===== config.mk =====
export PLATFORM = sky130hd
export DESIGN_NAME = ccseq_top
export DESIGN_NICKNAME = d
export VERILOG_FILES = /design/src/rtl/ccseq_pkg.sv /design/src/rtl/ccseq_cfg_rom.sv /design/src/rtl/ccseq_safe_ratio.sv /design/src/rtl/ccseq_poll.sv /design/src/rtl/ccseq_top.sv
export SDC_FILE = /design/constraint.sdc
export NUM_CORES = 1
export LEC_CHECK = 0
export CORE_ASPECT_RATIO = 1.4
export CORE_MARGIN = 3
export CORE_UTILIZATION = 40
export DETAILED_ROUTE_END_ITERATION = 8
export GPL_TIMING_DRIVEN = 0
export PLACE_DENSITY = 0.54
export SLEW_MARGIN = 30
export SYNTH_ARGS = -nofsm -noshare
export SYNTH_HDL_FRONTEND = slang
export SYNTH_HIERARCHICAL = 1
export SYNTH_SLANG_ARGS = --single-unit

===== constraint.sdc =====
create_clock -name clk -period 12.5 [get_ports clk]
set_clock_uncertainty 0.15 [all_clocks]
set_input_delay 2.5 -clock clk [delete_from_list [all_inputs] [get_ports clk]]
set_output_delay 2.5 -clock clk [all_outputs]
set_load 0.005 [all_outputs]

===== src/rtl/ccseq_pkg.sv =====
package ccseq_pkg;

   localparam int unsigned REG_DW = 32;
   localparam int unsigned REG_AW = 3;

   // register word addresses on the controller port
   localparam logic [REG_AW-1:0] ADR_SRC   = 3'd0;
   localparam logic [REG_AW-1:0] ADR_MUXST = 3'd1;
   localparam logic [REG_AW-1:0] ADR_DIV0  = 3'd2;
   localparam logic [REG_AW-1:0] ADR_DIV1  = 3'd3;
   localparam logic [REG_AW-1:0] ADR_DST0  = 3'd4;
   localparam logic [REG_AW-1:0] ADR_DST1  = 3'd5;

   // bit positions the controller decodes
   localparam int unsigned SEL_ALT_BIT = 16;
   localparam int unsigned HPM_SRC_BIT = 20;
   localparam int unsigned MUXST_POS   = 16;
   localparam int unsigned MUXST_W     = 3;
   localparam int unsigned DBG_POS     = 16;
   localparam logic [REG_DW-1:0] DIV1_KEEP = 32'h0000_0077;

   localparam logic [MUXST_W-1:0] MUXST_ON_ALT  = 3'd2;
   localparam logic [MUXST_W-1:0] MUXST_ON_MAIN = 3'd1;

   typedef enum logic [3:0] {
      ST_IDLE,
      ST_LOOK,
      ST_RD_SRC,
      ST_RD_DIV1,
      ST_RD_DIV0,
      ST_WR_SAFE,
      ST_PL_SAFE,
      ST_WR_SRC,
      ST_PL_MUX,
      ST_WR_DIV0,
      ST_PL_DIV0,
      ST_WR_DIV1,
      ST_PL_DIV1,
      ST_DONE
   } seq_state_e;

endpackage


===== src/rtl/ccseq_cfg_rom.sv =====
module ccseq_cfg_rom #(
   parameter int unsigned NUM_CFG = 6,
   parameter logic [31:0] CFG_KHZ  [NUM_CFG] = '{default: 32'd0},
   parameter logic [31:0] CFG_DIV0 [NUM_CFG] = '{default: 32'd0},
   parameter logic [31:0] CFG_DIV1 [NUM_CFG] = '{default: 32'd0}
) (
   input  logic        clk,
   input  logic        rst_n,
   input  logic        scan,
   input  logic [31:0] target_hz,
   output logic        hit,
   output logic        miss,
   output logic [31:0] div0,
   output logic [31:0] div1
);

   localparam int unsigned IW = $clog2(NUM_CFG + 1);

   logic [IW-1:0] idx_q;
   logic [31:0]   khz_sel;
   logic          at_end;
   logic [63:0]   khz_scaled;

   always_comb begin
      khz_sel = '0;
      div0    = '0;
      div1    = '0;
      for (int i = 0; i < NUM_CFG; i++) begin
         if (idx_q == IW'(i)) begin
            khz_sel = CFG_KHZ[i];
            div0    = CFG_DIV0[i];
            div1    = CFG_DIV1[i];
         end
      end
   end

   assign at_end     = (idx_q == IW'(NUM_CFG));
   assign khz_scaled = 64'(khz_sel) * 64'd1000;
   assign miss       = scan && (at_end || (khz_sel == '0));
   assign hit        = scan && !at_end && (khz_sel != '0) &&
                       (khz_scaled == 64'(target_hz));

   always_ff @(posedge clk) begin
      if (!rst_n)              idx_q <= '0;
      else if (!scan)          idx_q <= '0;
      else if (!hit && !miss)  idx_q <= idx_q + 1'b1;
   end

   AST_SCAN_IN_RANGE: assert property (@(posedge clk) disable iff (!rst_n)
      idx_q <= IW'(NUM_CFG));

endmodule


===== src/rtl/ccseq_safe_ratio.sv =====
module ccseq_safe_ratio #(
   parameter int unsigned RATIO_W = 3
) (
   input  logic [31:0]        alt_hz,
   input  logic [31:0]        old_hz,
   input  logic [31:0]        new_hz,
   output logic               need,
   output logic [RATIO_W-1:0] ratio,
   output logic               warn
);

   localparam int unsigned MAXD = 1 << RATIO_W;
   localparam int unsigned PW   = 32 + RATIO_W + 1;

   logic [31:0]    floor_hz;
   logic [MAXD:1]  above;
   logic [RATIO_W:0] cnt;

   assign floor_hz = (old_hz < new_hz) ? old_hz : new_hz;
   assign need     = (alt_hz > old_hz) || (old_hz > new_hz);

   // ceil(a/t) > k  <=>  a > k*t ; the ratio is the count of such k
   for (genvar k = 1; k <= MAXD; k++) begin : g_cmp
      assign above[k] = PW'(alt_hz) > (PW'(floor_hz) * PW'(k));
   end

   always_comb begin
      cnt = '0;
      for (int k = 1; k < MAXD; k++) cnt = cnt + (RATIO_W + 1)'(above[k]);
   end

   assign ratio = cnt[RATIO_W-1:0];
   assign warn  = above[MAXD];

endmodule


===== src/rtl/ccseq_poll.sv =====
module ccseq_poll #(
   parameter int unsigned TIMEOUT_CYC = 1024,
   parameter int unsigned MUX_POS     = 16,
   parameter int unsigned MUX_W       = 3
) (
   input  logic             clk,
   input  logic             rst_n,
   input  logic             active,
   input  logic             is_mux,
   input  logic [MUX_W-1:0] mux_want,
   input  logic [31:0]      mask,
   input  logic [31:0]      status,
   output logic             ok,
   output logic             expire
);

   localparam int unsigned CW = $clog2(TIMEOUT_CYC + 1);

   logic [CW-1:0] cnt_q;
   logic          cond_ok;

   assign cond_ok = is_mux ? (status[MUX_POS +: MUX_W] == mux_want)
                           : ((status & mask) == '0);
   assign ok      = active && cond_ok;
   assign expire  = active && !cond_ok && (cnt_q == CW'(TIMEOUT_CYC - 1));

   always_ff @(posedge clk) begin
      if (!rst_n || !active) cnt_q <= '0;
      else                   cnt_q <= cnt_q + 1'b1;
   end

   AST_POLL_BOUNDED: assert property (@(posedge clk) disable iff (!rst_n)
      active |-> (cnt_q < CW'(TIMEOUT_CYC)));

endmodule


===== src/rtl/ccseq_top.sv =====
module ccseq_top
   import ccseq_pkg::*;
#(
   parameter int unsigned NUM_CFG     = 6,
   parameter int unsigned TIMEOUT_CYC = 1024,
   parameter int unsigned RATIO_W     = 3,
   parameter bit          HAS_DIV1    = 1'b1,
   parameter bit          DBG_DIV     = 1'b1,
   parameter logic [31:0] CFG_KHZ  [NUM_CFG] = '{32'd1200000, 32'd1000000, 32'd800000,
                                                 32'd500000, 32'd200000, 32'd0},
   parameter logic [31:0] CFG_DIV0 [NUM_CFG] = '{32'h0033_1200, 32'h0024_1100, 32'h0015_1000,
                                                 32'h0016_0100, 32'h0012_0000, 32'h0},
   parameter logic [31:0] CFG_DIV1 [NUM_CFG] = '{32'h0000_0105, 32'h0000_0104, 32'h0000_0103,
                                                 32'h0000_0102, 32'h0000_0101, 32'h0}
) (
   input  logic              clk,
   input  logic              rst_n,
   input  logic              start,
   input  logic              phase_post,
   input  logic [31:0]       new_rate_hz,
   input  logic [31:0]       old_rate_hz,
   input  logic [31:0]       alt_rate_hz,
   output logic              reg_wr,
   output logic              reg_rd,
   output logic [REG_AW-1:0] reg_addr,
   output logic [REG_DW-1:0] reg_wdata,
   input  logic [REG_DW-1:0] reg_rdata,
   output logic              busy,
   output logic              done,
   output logic              err_cfg,
   output logic              err_timeout,
   output logic              warn_div
);

   localparam logic [31:0] RATIO_MASK = 32'((1 << RATIO_W) - 1);
   localparam logic [31:0] DBG_FORCE  = DBG_DIV ? (RATIO_MASK << DBG_POS) : 32'h0;
   localparam logic [31:0] SAFE_MASK  = RATIO_MASK | DBG_FORCE;
   localparam logic [31:0] SEL_MASK   = 32'h1 << SEL_ALT_BIT;

   // elaboration-time parameter checks
   if (NUM_CFG < 1) begin : g_bad_cfg
      $error("ccseq_top: NUM_CFG must be at least 1");
   end
   if (TIMEOUT_CYC < 2) begin : g_bad_to
      $error("ccseq_top: TIMEOUT_CYC must be at least 2");
   end
   if (RATIO_W < 1 || RATIO_W > 4) begin : g_bad_rw
      $error("ccseq_top: RATIO_W must be in 1..4");
   end

   seq_state_e  state_q;
   logic        post_q;
   logic [31:0] new_q, old_q, alt_q;
   logic [31:0] tbl_div0_q, tbl_div1_q;
   logic [31:0] src_q, div0_q, div1_q;
   logic        err_cfg_q, err_to_q, warn_q;

   logic        rom_hit, rom_miss;
   logic [31:0] rom_div0, rom_div1;
   logic        safe_need, safe_warn;
   logic [RATIO_W-1:0] safe_ratio;
   logic        poll_act, poll_mux, poll_ok, poll_exp, poll_adv;
   logic [MUXST_W-1:0] poll_want;
   logic [31:0] poll_mask;
   logic [31:0] pre_safe, post_safe, safe_word, div1_word;

   ccseq_cfg_rom #(
      .NUM_CFG (NUM_CFG),
      .CFG_KHZ (CFG_KHZ),
      .CFG_DIV0(CFG_DIV0),
      .CFG_DIV1(CFG_DIV1)
   ) u_rom (
      .clk      (clk),
      .rst_n    (rst_n),
      .scan     (state_q == ST_LOOK),
      .target_hz(new_q),
      .hit      (rom_hit),
      .miss     (rom_miss),
      .div0     (rom_div0),
      .div1     (rom_div1)
   );

   ccseq_safe_ratio #(.RATIO_W(RATIO_W)) u_ratio (
      .alt_hz(alt_q),
      .old_hz(old_q),
      .new_hz(new_q),
      .need  (safe_need),
      .ratio (safe_ratio),
      .warn  (safe_warn)
   );

   ccseq_poll #(
      .TIMEOUT_CYC(TIMEOUT_CYC),
      .MUX_POS    (MUXST_POS),
      .MUX_W      (MUXST_W)
   ) u_poll (
      .clk     (clk),
      .rst_n   (rst_n),
      .active  (poll_act),
      .is_mux  (poll_mux),
      .mux_want(poll_want),
      .mask    (poll_mask),
      .status  (reg_rdata),
      .ok      (poll_ok),
      .expire  (poll_exp)
   );

   assign poll_act = (state_q == ST_PL_SAFE) || (state_q == ST_PL_MUX) ||
                     (state_q == ST_PL_DIV0) || (state_q == ST_PL_DIV1);
   assign poll_mux  = (state_q == ST_PL_MUX);
   assign poll_want = post_q ? MUXST_ON_MAIN : MUXST_ON_ALT;
   assign poll_mask = (state_q == ST_PL_SAFE) ? SAFE_MASK : 32'hFFFF_FFFF;
   assign poll_adv  = poll_ok || poll_exp;

   // divider field values for the two phases
   assign pre_safe  = 32'(safe_ratio) | DBG_FORCE;
   assign post_safe = tbl_div0_q & DBG_FORCE;
   assign safe_word = (div0_q & ~SAFE_MASK) | ((post_q ? post_safe : pre_safe) & SAFE_MASK);

   // divider-1 word: optional merge of the fields kept when bit 20 is set
   if (HAS_DIV1) begin : g_div1
      assign div1_word = src_q[HPM_SRC_BIT] ? ((tbl_div1_q & ~DIV1_KEEP) | (div1_q & DIV1_KEEP))
                                            : tbl_div1_q;
   end else begin : g_no_div1
      assign div1_word = tbl_div1_q;
   end

   // sequencing
   always_ff @(posedge clk) begin
      if (!rst_n) begin
         state_q    <= ST_IDLE;
         post_q     <= 1'b0;
         new_q      <= '0;
         old_q      <= '0;
         alt_q      <= '0;
         tbl_div0_q <= '0;
         tbl_div1_q <= '0;
         src_q      <= '0;
         div0_q     <= '0;
         div1_q     <= '0;
         err_cfg_q  <= 1'b0;
         err_to_q   <= 1'b0;
         warn_q     <= 1'b0;
      end else begin
         if (poll_exp) err_to_q <= 1'b1;
         unique case (state_q)
            ST_IDLE: if (start) begin
               post_q    <= phase_post;
               new_q     <= new_rate_hz;
               old_q     <= old_rate_hz;
               alt_q     <= alt_rate_hz;
               err_cfg_q <= 1'b0;
               err_to_q  <= 1'b0;
               warn_q    <= 1'b0;
               state_q   <= (phase_post && !DBG_DIV) ? ST_RD_SRC : ST_LOOK;
            end
            ST_LOOK: begin
               if (rom_hit) begin
                  tbl_div0_q <= rom_div0;
                  tbl_div1_q <= rom_div1;
                  state_q    <= ST_RD_SRC;
               end else if (rom_miss) begin
                  err_cfg_q <= 1'b1;
                  state_q   <= ST_DONE;
               end
            end
            ST_RD_SRC: begin
               src_q <= reg_rdata;
               if (post_q)         state_q <= ST_WR_SRC;
               else if (HAS_DIV1)  state_q <= ST_RD_DIV1;
               else if (safe_need) state_q <= ST_RD_DIV0;
               else                state_q <= ST_WR_SRC;
            end
            ST_RD_DIV1: begin
               div1_q  <= reg_rdata;
               state_q <= safe_need ? ST_RD_DIV0 : ST_WR_SRC;
            end
            ST_RD_DIV0: begin
               div0_q  <= reg_rdata;
               state_q <= ST_WR_SAFE;
            end
            ST_WR_SAFE: begin
               if (!post_q && safe_warn) warn_q <= 1'b1;
               state_q <= ST_PL_SAFE;
            end
            ST_PL_SAFE: if (poll_adv) state_q <= post_q ? ST_DONE : ST_WR_SRC;
            ST_WR_SRC:  state_q <= ST_PL_MUX;
            ST_PL_MUX:  if (poll_adv) state_q <= post_q ? ST_RD_DIV0 : ST_WR_DIV0;
            ST_WR_DIV0: state_q <= ST_PL_DIV0;
            ST_PL_DIV0: if (poll_adv) state_q <= HAS_DIV1 ? ST_WR_DIV1 : ST_DONE;
            ST_WR_DIV1: state_q <= ST_PL_DIV1;
            ST_PL_DIV1: if (poll_adv) state_q <= ST_DONE;
            ST_DONE:    state_q <= ST_IDLE;
            default:    state_q <= ST_IDLE;
         endcase
      end
   end

   // register port
   always_comb begin
      reg_wr    = 1'b0;
      reg_rd    = 1'b0;
      reg_addr  = ADR_SRC;
      reg_wdata = '0;
      unique case (state_q)
         ST_RD_SRC:  begin reg_rd = 1'b1; reg_addr = ADR_SRC;  end
         ST_RD_DIV1: begin reg_rd = 1'b1; reg_addr = ADR_DIV1; end
         ST_RD_DIV0: begin reg_rd = 1'b1; reg_addr = ADR_DIV0; end
         ST_PL_SAFE,
         ST_PL_DIV0: begin reg_rd = 1'b1; reg_addr = ADR_DST0;  end
         ST_PL_MUX:  begin reg_rd = 1'b1; reg_addr = ADR_MUXST; end
         ST_PL_DIV1: begin reg_rd = 1'b1; reg_addr = ADR_DST1;  end
         ST_WR_SAFE: begin reg_wr = 1'b1; reg_addr = ADR_DIV0; reg_wdata = safe_word; end
         ST_WR_SRC:  begin
            reg_wr    = 1'b1;
            reg_addr  = ADR_SRC;
            reg_wdata = post_q ? (src_q & ~SEL_MASK) : (src_q | SEL_MASK);
         end
         ST_WR_DIV0: begin
            reg_wr    = 1'b1;
            reg_addr  = ADR_DIV0;
            reg_wdata = tbl_div0_q | (safe_need ? (pre_safe & SAFE_MASK) : 32'h0);
         end
         ST_WR_DIV1: begin reg_wr = 1'b1; reg_addr = ADR_DIV1; reg_wdata = div1_word; end
         default: ;
      endcase
   end

   assign busy        = (state_q != ST_IDLE);
   assign done        = (state_q == ST_DONE);
   assign err_cfg     = err_cfg_q;
   assign err_timeout = err_to_q;
   assign warn_div    = warn_q;

   AST_DONE_ENDS_BUSY: assert property (@(posedge clk) disable iff (!rst_n)
      done |=> !busy);
   AST_IDLE_NO_ACCESS: assert property (@(posedge clk) disable iff (!rst_n)
      !busy |-> !(reg_wr || reg_rd));
   AST_MISS_NO_WRITE: assert property (@(posedge clk) disable iff (!rst_n)
      err_cfg |-> !reg_wr);
   AST_TIMEOUT_STICKY: assert property (@(posedge clk) disable iff (!rst_n)
      (err_timeout && !(start && !busy)) |=> err_timeout);
   AST_START_CLEARS: assert property (@(posedge clk) disable iff (!rst_n)
      (start && !busy) |=> (!err_cfg && !err_timeout && !warn_div && busy));

endmodule


### Word level (Yosys, flattened, before mapping)

Index checks and enable logic that the tools add are counted.

* bits in registers: 253
* bits of input ports: 132
* output and inout port bits: 42
* word-level logic and storage cells: 167

* add/subtract/negate cells: 8
* multipliers: 5
* order comparisons: 11
* equal/unequal tests: 31
* multiplexer cells: 51
* bitwise operators: 4
* reductions and logical operators: 42

Operators with widths (number)
* > comparator 32 x 35 -> 1 bit: 4
* 2-to-1 mux 22 bit: 6
* one-hot mux 32 bit (4 select lines): 1
* 2-to-1 mux 21 bit: 6
* > comparator 32 bit: 3
* 2-to-1 mux 32 bit: 3
* multiplier 32 x 3 -> 35 bit (second input constant): 2
* > comparator 32 x 34 -> 1 bit: 2
* multiplier 32 x 2 -> 34 bit (second input constant): 2
* logical NOT 32 bit: 2
* OR 32 x 19 -> 32 bit: 2
* 2-to-1 mux 9 bit: 6
* one-hot mux 4 bit (13 select lines): 1
* equality test 42 x 32 -> 1 bit: 1
* 2-to-1 mux 19 bit: 2
* 2-to-1 mux 4 bit: 9
* > comparator 32 x 33 -> 1 bit: 1
* AND 32 bit: 1
* < comparator 32 bit: 1
* OR 32 x 7 -> 32 bit: 1
* nonzero test 32 bit: 1
* multiplier 21 x 7 -> 28 bit (second input constant): 1
* equality test 4 bit (second input constant): 6
* 2-to-1 mux 17 bit: 1
* 34 further kinds: 87

### Longest topological paths before layout

* word-level depth: 13
* gate-level depth with buffers: 39

### Hierarchy

Netlist, hierarchy kept.

By module, submodules not included
* ccseq_safe_ratio: times used 1, cells each 1658, area an instance 13058.8 um^2
* ccseq_top: times used 1, cells each 1199, area an instance 9972.1 um^2
* ccseq_cfg_rom: times used 1, cells each 502, area an instance 4025.1 um^2
* ccseq_poll: times used 1, cells each 79, area an instance 673.1 um^2

### Worst setup path after synthesis

OpenSTA, ideal clock, no wires.

* path kind: reg2out
* start point: register new_q[30]
* end point: output reg_wdata[1]
* arrival: 8.510 ns
* data required time: 9.850 ns
* setup slack: 1.340 ns
* stages on the path, launching flop included: 37
* path buffers: 2
* cell sequence: dfxtp_1 -> inv_1 -> ha_1 -> a21oi_1 -> nand2_1 -> a221oi_1 -> o211ai_1 -> a21oi_1 -> clkbuf_1 -> buf_2 -> mux2i_1 -> inv_1 -> fa_1 -> ha_1 -> a21o_1 -> a21o_1 -> a2111oi_4 -> nor3_1 -> a2111o_1 -> a31oi_4 -> o21ai_2 -> and4b_1 -> a311oi_2 -> ha_1 -> a21oi_1 -> nor2b_1 -> o21ai_0 -> nand2b_1 -> a211oi_1 -> a311oi_2 -> o311a_1 -> fa_1 -> inv_1 -> fa_1 -> inv_1 -> fa_1 -> a221o_1

* word-level cells in the longest chain between the ends: 12

RTL lines
* start: declaration: line ccseq_top.sv:53 `logic [31:0] new_q, old_q, alt_q;`
* start signal: assignment: line ccseq_top.sv:149 `new_q <= new_rate_hz;`
* < comparator 32 bit: line ccseq_safe_ratio.sv:19 `assign floor_hz = (old_hz < new_hz) ? old_hz : new_hz;`
* 2-to-1 mux 32 bit *: line ccseq_safe_ratio.sv:19
* multiplier 32 x 2 -> 34 bit, or another cell as far along: line ccseq_safe_ratio.sv:24 `assign above[k] = PW'(alt_hz) > (PW'(floor_hz) * PW'(k));`
* > comparator 32 x 34 -> 1 bit or adder 1 x 1 -> 2 bit (tied branches): line ccseq_safe_ratio.sv:24, ccseq_safe_ratio.sv:29
* adder 3 x 1 -> 3 bit (4 in a row): line ccseq_safe_ratio.sv:29 `for (int k = 1; k < MAXD; k++) cnt = cnt + (RATIO_W + 1)'(above[k]);`
* adder 3 x 1 -> 3 bit *: line ccseq_safe_ratio.sv:29
* named net safe_ratio[1]: line ccseq_top.sv:61 `logic [RATIO_W-1:0] safe_ratio;`
* 2-to-1 mux 19 bit (on tied branches): line ccseq_top.sv:222, ccseq_top.sv:118
* OR 32 x 19 -> 32 bit (on tied branches): line ccseq_top.sv:222, ccseq_top.sv:118
* one-hot mux 32 bit (4 select lines) *: line ccseq_top.sv:205 `unique case (state_q)`
* end: declaration: line ccseq_top.sv:26 `output logic [REG_DW-1:0] reg_wdata,`

The timed path passes the listed nets; every way through them passes the cells marked *.

### Worst setup path after layout

* start point: register new_q[27]
* end point: output reg_wdata[1]

The elaborated chain is that of the path after synthesis.

==> metrics.txt <==
worst-path fanout max=7; CTS tree=yes; Remaining Overflow, GRT=0; final wirelength=103000 um; Area Growth Syn to Fin=18.7%; upper clock frequency limit=80.9 MHz; Setup Viol. Count Final=0; Critical R2R Launch=u_rom/idx_q[0]$_SDFFE_PN0P_; nets@finish=4446; Avg Vias per Cell=5.58; setup total negative slack=0 ns; Num CTS Buffers=29; Slew @ Worst Pin=0.965 ns; placed cell count=4592; Fin. Hold Viols=0; hold slack=0.300 ns; top-area cell type share of the netlist area=23.0%; clk_lat worst skew=0.60 ns; Seq. cell area=4930 um^2; RSZ-0062 raised after global routing=yes; DP HPWL=84300 um; Ports=174; Mean Syn Cell Area=8.07 um^2; first-pass GRT wire length=155000 um; DIE AREA=72600 um^2; root buffer cell=clkbuf_16; layout cells sized above 1=9.91%; synth unique cells=100; Cells after Synth=3438; Setup crit start=new_q[27]$_SDFFE_PN0P_; Die Span Y=318 um; ys async rst share=0%; Top FF cell, synth=dfxtp_1; Yosys reg bits=245; synth top area cells=ha_1 (23%), dfxtp_1 (18%), nand2_1 (7.8%), fa_1 (4.5%), a21oi_1 (3.8%); Slew Limit Headroom=33.8%; Post-DRT Antenna Nets=0; final std cells w/o fill=4687; routed len/inst=22.0 um; critical path's slowest cell=fa_1; DRT iter0 DRCs=1370; Worst Path Arrival=9.71 ns; Tcrit/Tclk final=98.9%; WP data required=9.85 ns; Setup Crit Path Kind=flip-flop to output port; die width=229 um; GRT Overall Usage=27.6%; largest net degree at the start of global routing=27; Placer Congestion=0.916; Post-synth EDFFs=0; buffers added on ports=173; initial antenna violation count=3; Starting Density=40.6%; final slew viol count=0; via count=26200; drt drc=0; cell taking the most area after synthesis=ha_1; Core Rows=113; combined area of the multi-input logic cells=21800 um^2; Critical Path Max Stage Delay=0.51 ns; final worst path period need=12.36 ns; # H-tree levels=1; core area=68300 um^2; number of global-route vias before repair=26400; Hold Crit Class=flip-flop to flip-flop; critical path startpoint category=flip-flop; # Max-Cap Violations=0; status=finished clean; most frequent CP cell=inv_1; sequential share of the synthesized area=17.7%; yosys warns=6; drt pass-1 iters=5; Setup crit end kind=output port; hold wc startpoint=u_poll/cnt_q[0]$_SDFF_PP0_; clk slew on worst S/H paths=0.06 ns; clk sinks=245; Bufs on Longest Clock Path=3; FILL cells=7003; Cell Area, Synth=27700 um^2
-- area by class of cell --
class,instances,area share (%)
Clock inverter,16,0.593
Clock buffer,37,2.45
Tap cell,920,3.50
Sequential cell,245,15.0
Buffer,182,3.38
Antenna cell,2,0.0152
Multi-Input combinational cell,2843,66.1
Timing Repair Buffer,218,6.34
Inverter,224,2.61
-- timing repair --
| item | CTS | global route |
|---|---|---|
| resized for setup | 137 | 14 |
| hold buffers | 0 | 0 |
| pin swaps | 17 | 14 |
| setup endpoints to repair | 3 | 3 |
| buffers inserted | 29 | 11 |
-- final timing paths --
kind / endpoint / slack (ns) / cells after the start
max: reg_wdata[1] / 0.14 / 38
min: u_poll/cnt_q[0]$_SDFF_PP0_ / 0.30 / 1
max reg2reg: tbl_div0_q[28]$_SDFFE_PN0P_ / 3.79 / 25
min reg2reg: u_poll/cnt_q[0]$_SDFF_PP0_ / 0.30 / 1
-- stage by stage --
stage          setup WS, ns  instance area [um^2]  utilization, %
6_report              0.140                 32900            48.2
2_1_floorplan          1.34                 27900               -
5_1_grt              -0.189                 32900            48.2
4_1_cts            -0.00382                 32700            48.0
3_3_place_gp          -3.01                 30800            45.1
3_5_place_dp          -1.72                 31000            45.4
-- layout by cell type, fill, tap and decap left out, drive strengths merged, types with 81 or more instances in the layout --
cell | Yosys | final
a21o | 117 | 117
clkdlybuf4s50 | 0 | 171
a21boi | 221 | 221
nor2 | 122 | 122
nand2 | 582 | 582
clkbuf | 77 | 112
dfxtp | 245 | 245
o21ai | 162 | 162
inv | 224 | 227
nand4 | 81 | 81
a21oi | 213 | 213
ha | 509 | 509
buf | 105 | 152
-- state kept, by name (all words and copies together), names as in the netlist --
signal and cells:
state_q 4, div0_q 26, alt_q 32, post_q 1
old_q 32, err_timeout 1, warn_div 1, u_rom/idx_q 3
tbl_div1_q 32, err_cfg 1, new_q 32, src_q 31
tbl_div0_q 32, div1_q 6, u_poll/cnt_q 11
-- per-layer routing --
layer	part of all wire [%]	track usage [%]
met1	38	29.8
met2	53	53.4
met3	3.4	2.55
met4	5.6	13.2
met5	0.011	0
-- worst max-delay path, delay by kind of cell, from the launching register on --
kind | cells | cell delay (ns)
XOR/XNOR | 1 | 0.17
AND/OR/NAND/NOR | 8 | 1.69
flip-flops | 1 | 0.36
AO/OA/AOI/OAI | 13 | 2.42
multiplexers | 1 | 0.36
buffers and inverters | 8 | 1.23
adder cells (fa/ha/maj) | 7 | 2.87
-- cell usage after synthesis (all sizes together), types with 77 or more instances --
library cell  instances
nand2               582
dfxtp               245
ha                  509
a21boi              221
nand4                81
a21o                117
nor2                122
inv                 224
a21oi               213
clkbuf               77
buf                 105
o21ai               162
-- kinds of logic after synthesis --
logic type                 after synthesis  synth area share, %
AOI/OAI and AO/OA                      962                 23.9
xor gates and xnor gates               141                 4.45
adders and majority gates              571                 27.4
buffers and inverters                  406                 6.75
DFF                                    245                 17.7
muxes                                   51                 1.85
other                                    3               0.0406
and+or+nand+nor                       1059                 17.9
Power is left out: the tool's default activity adds up to more than one toggle a clock period on the data nets, which glitch-free logic cannot reach.
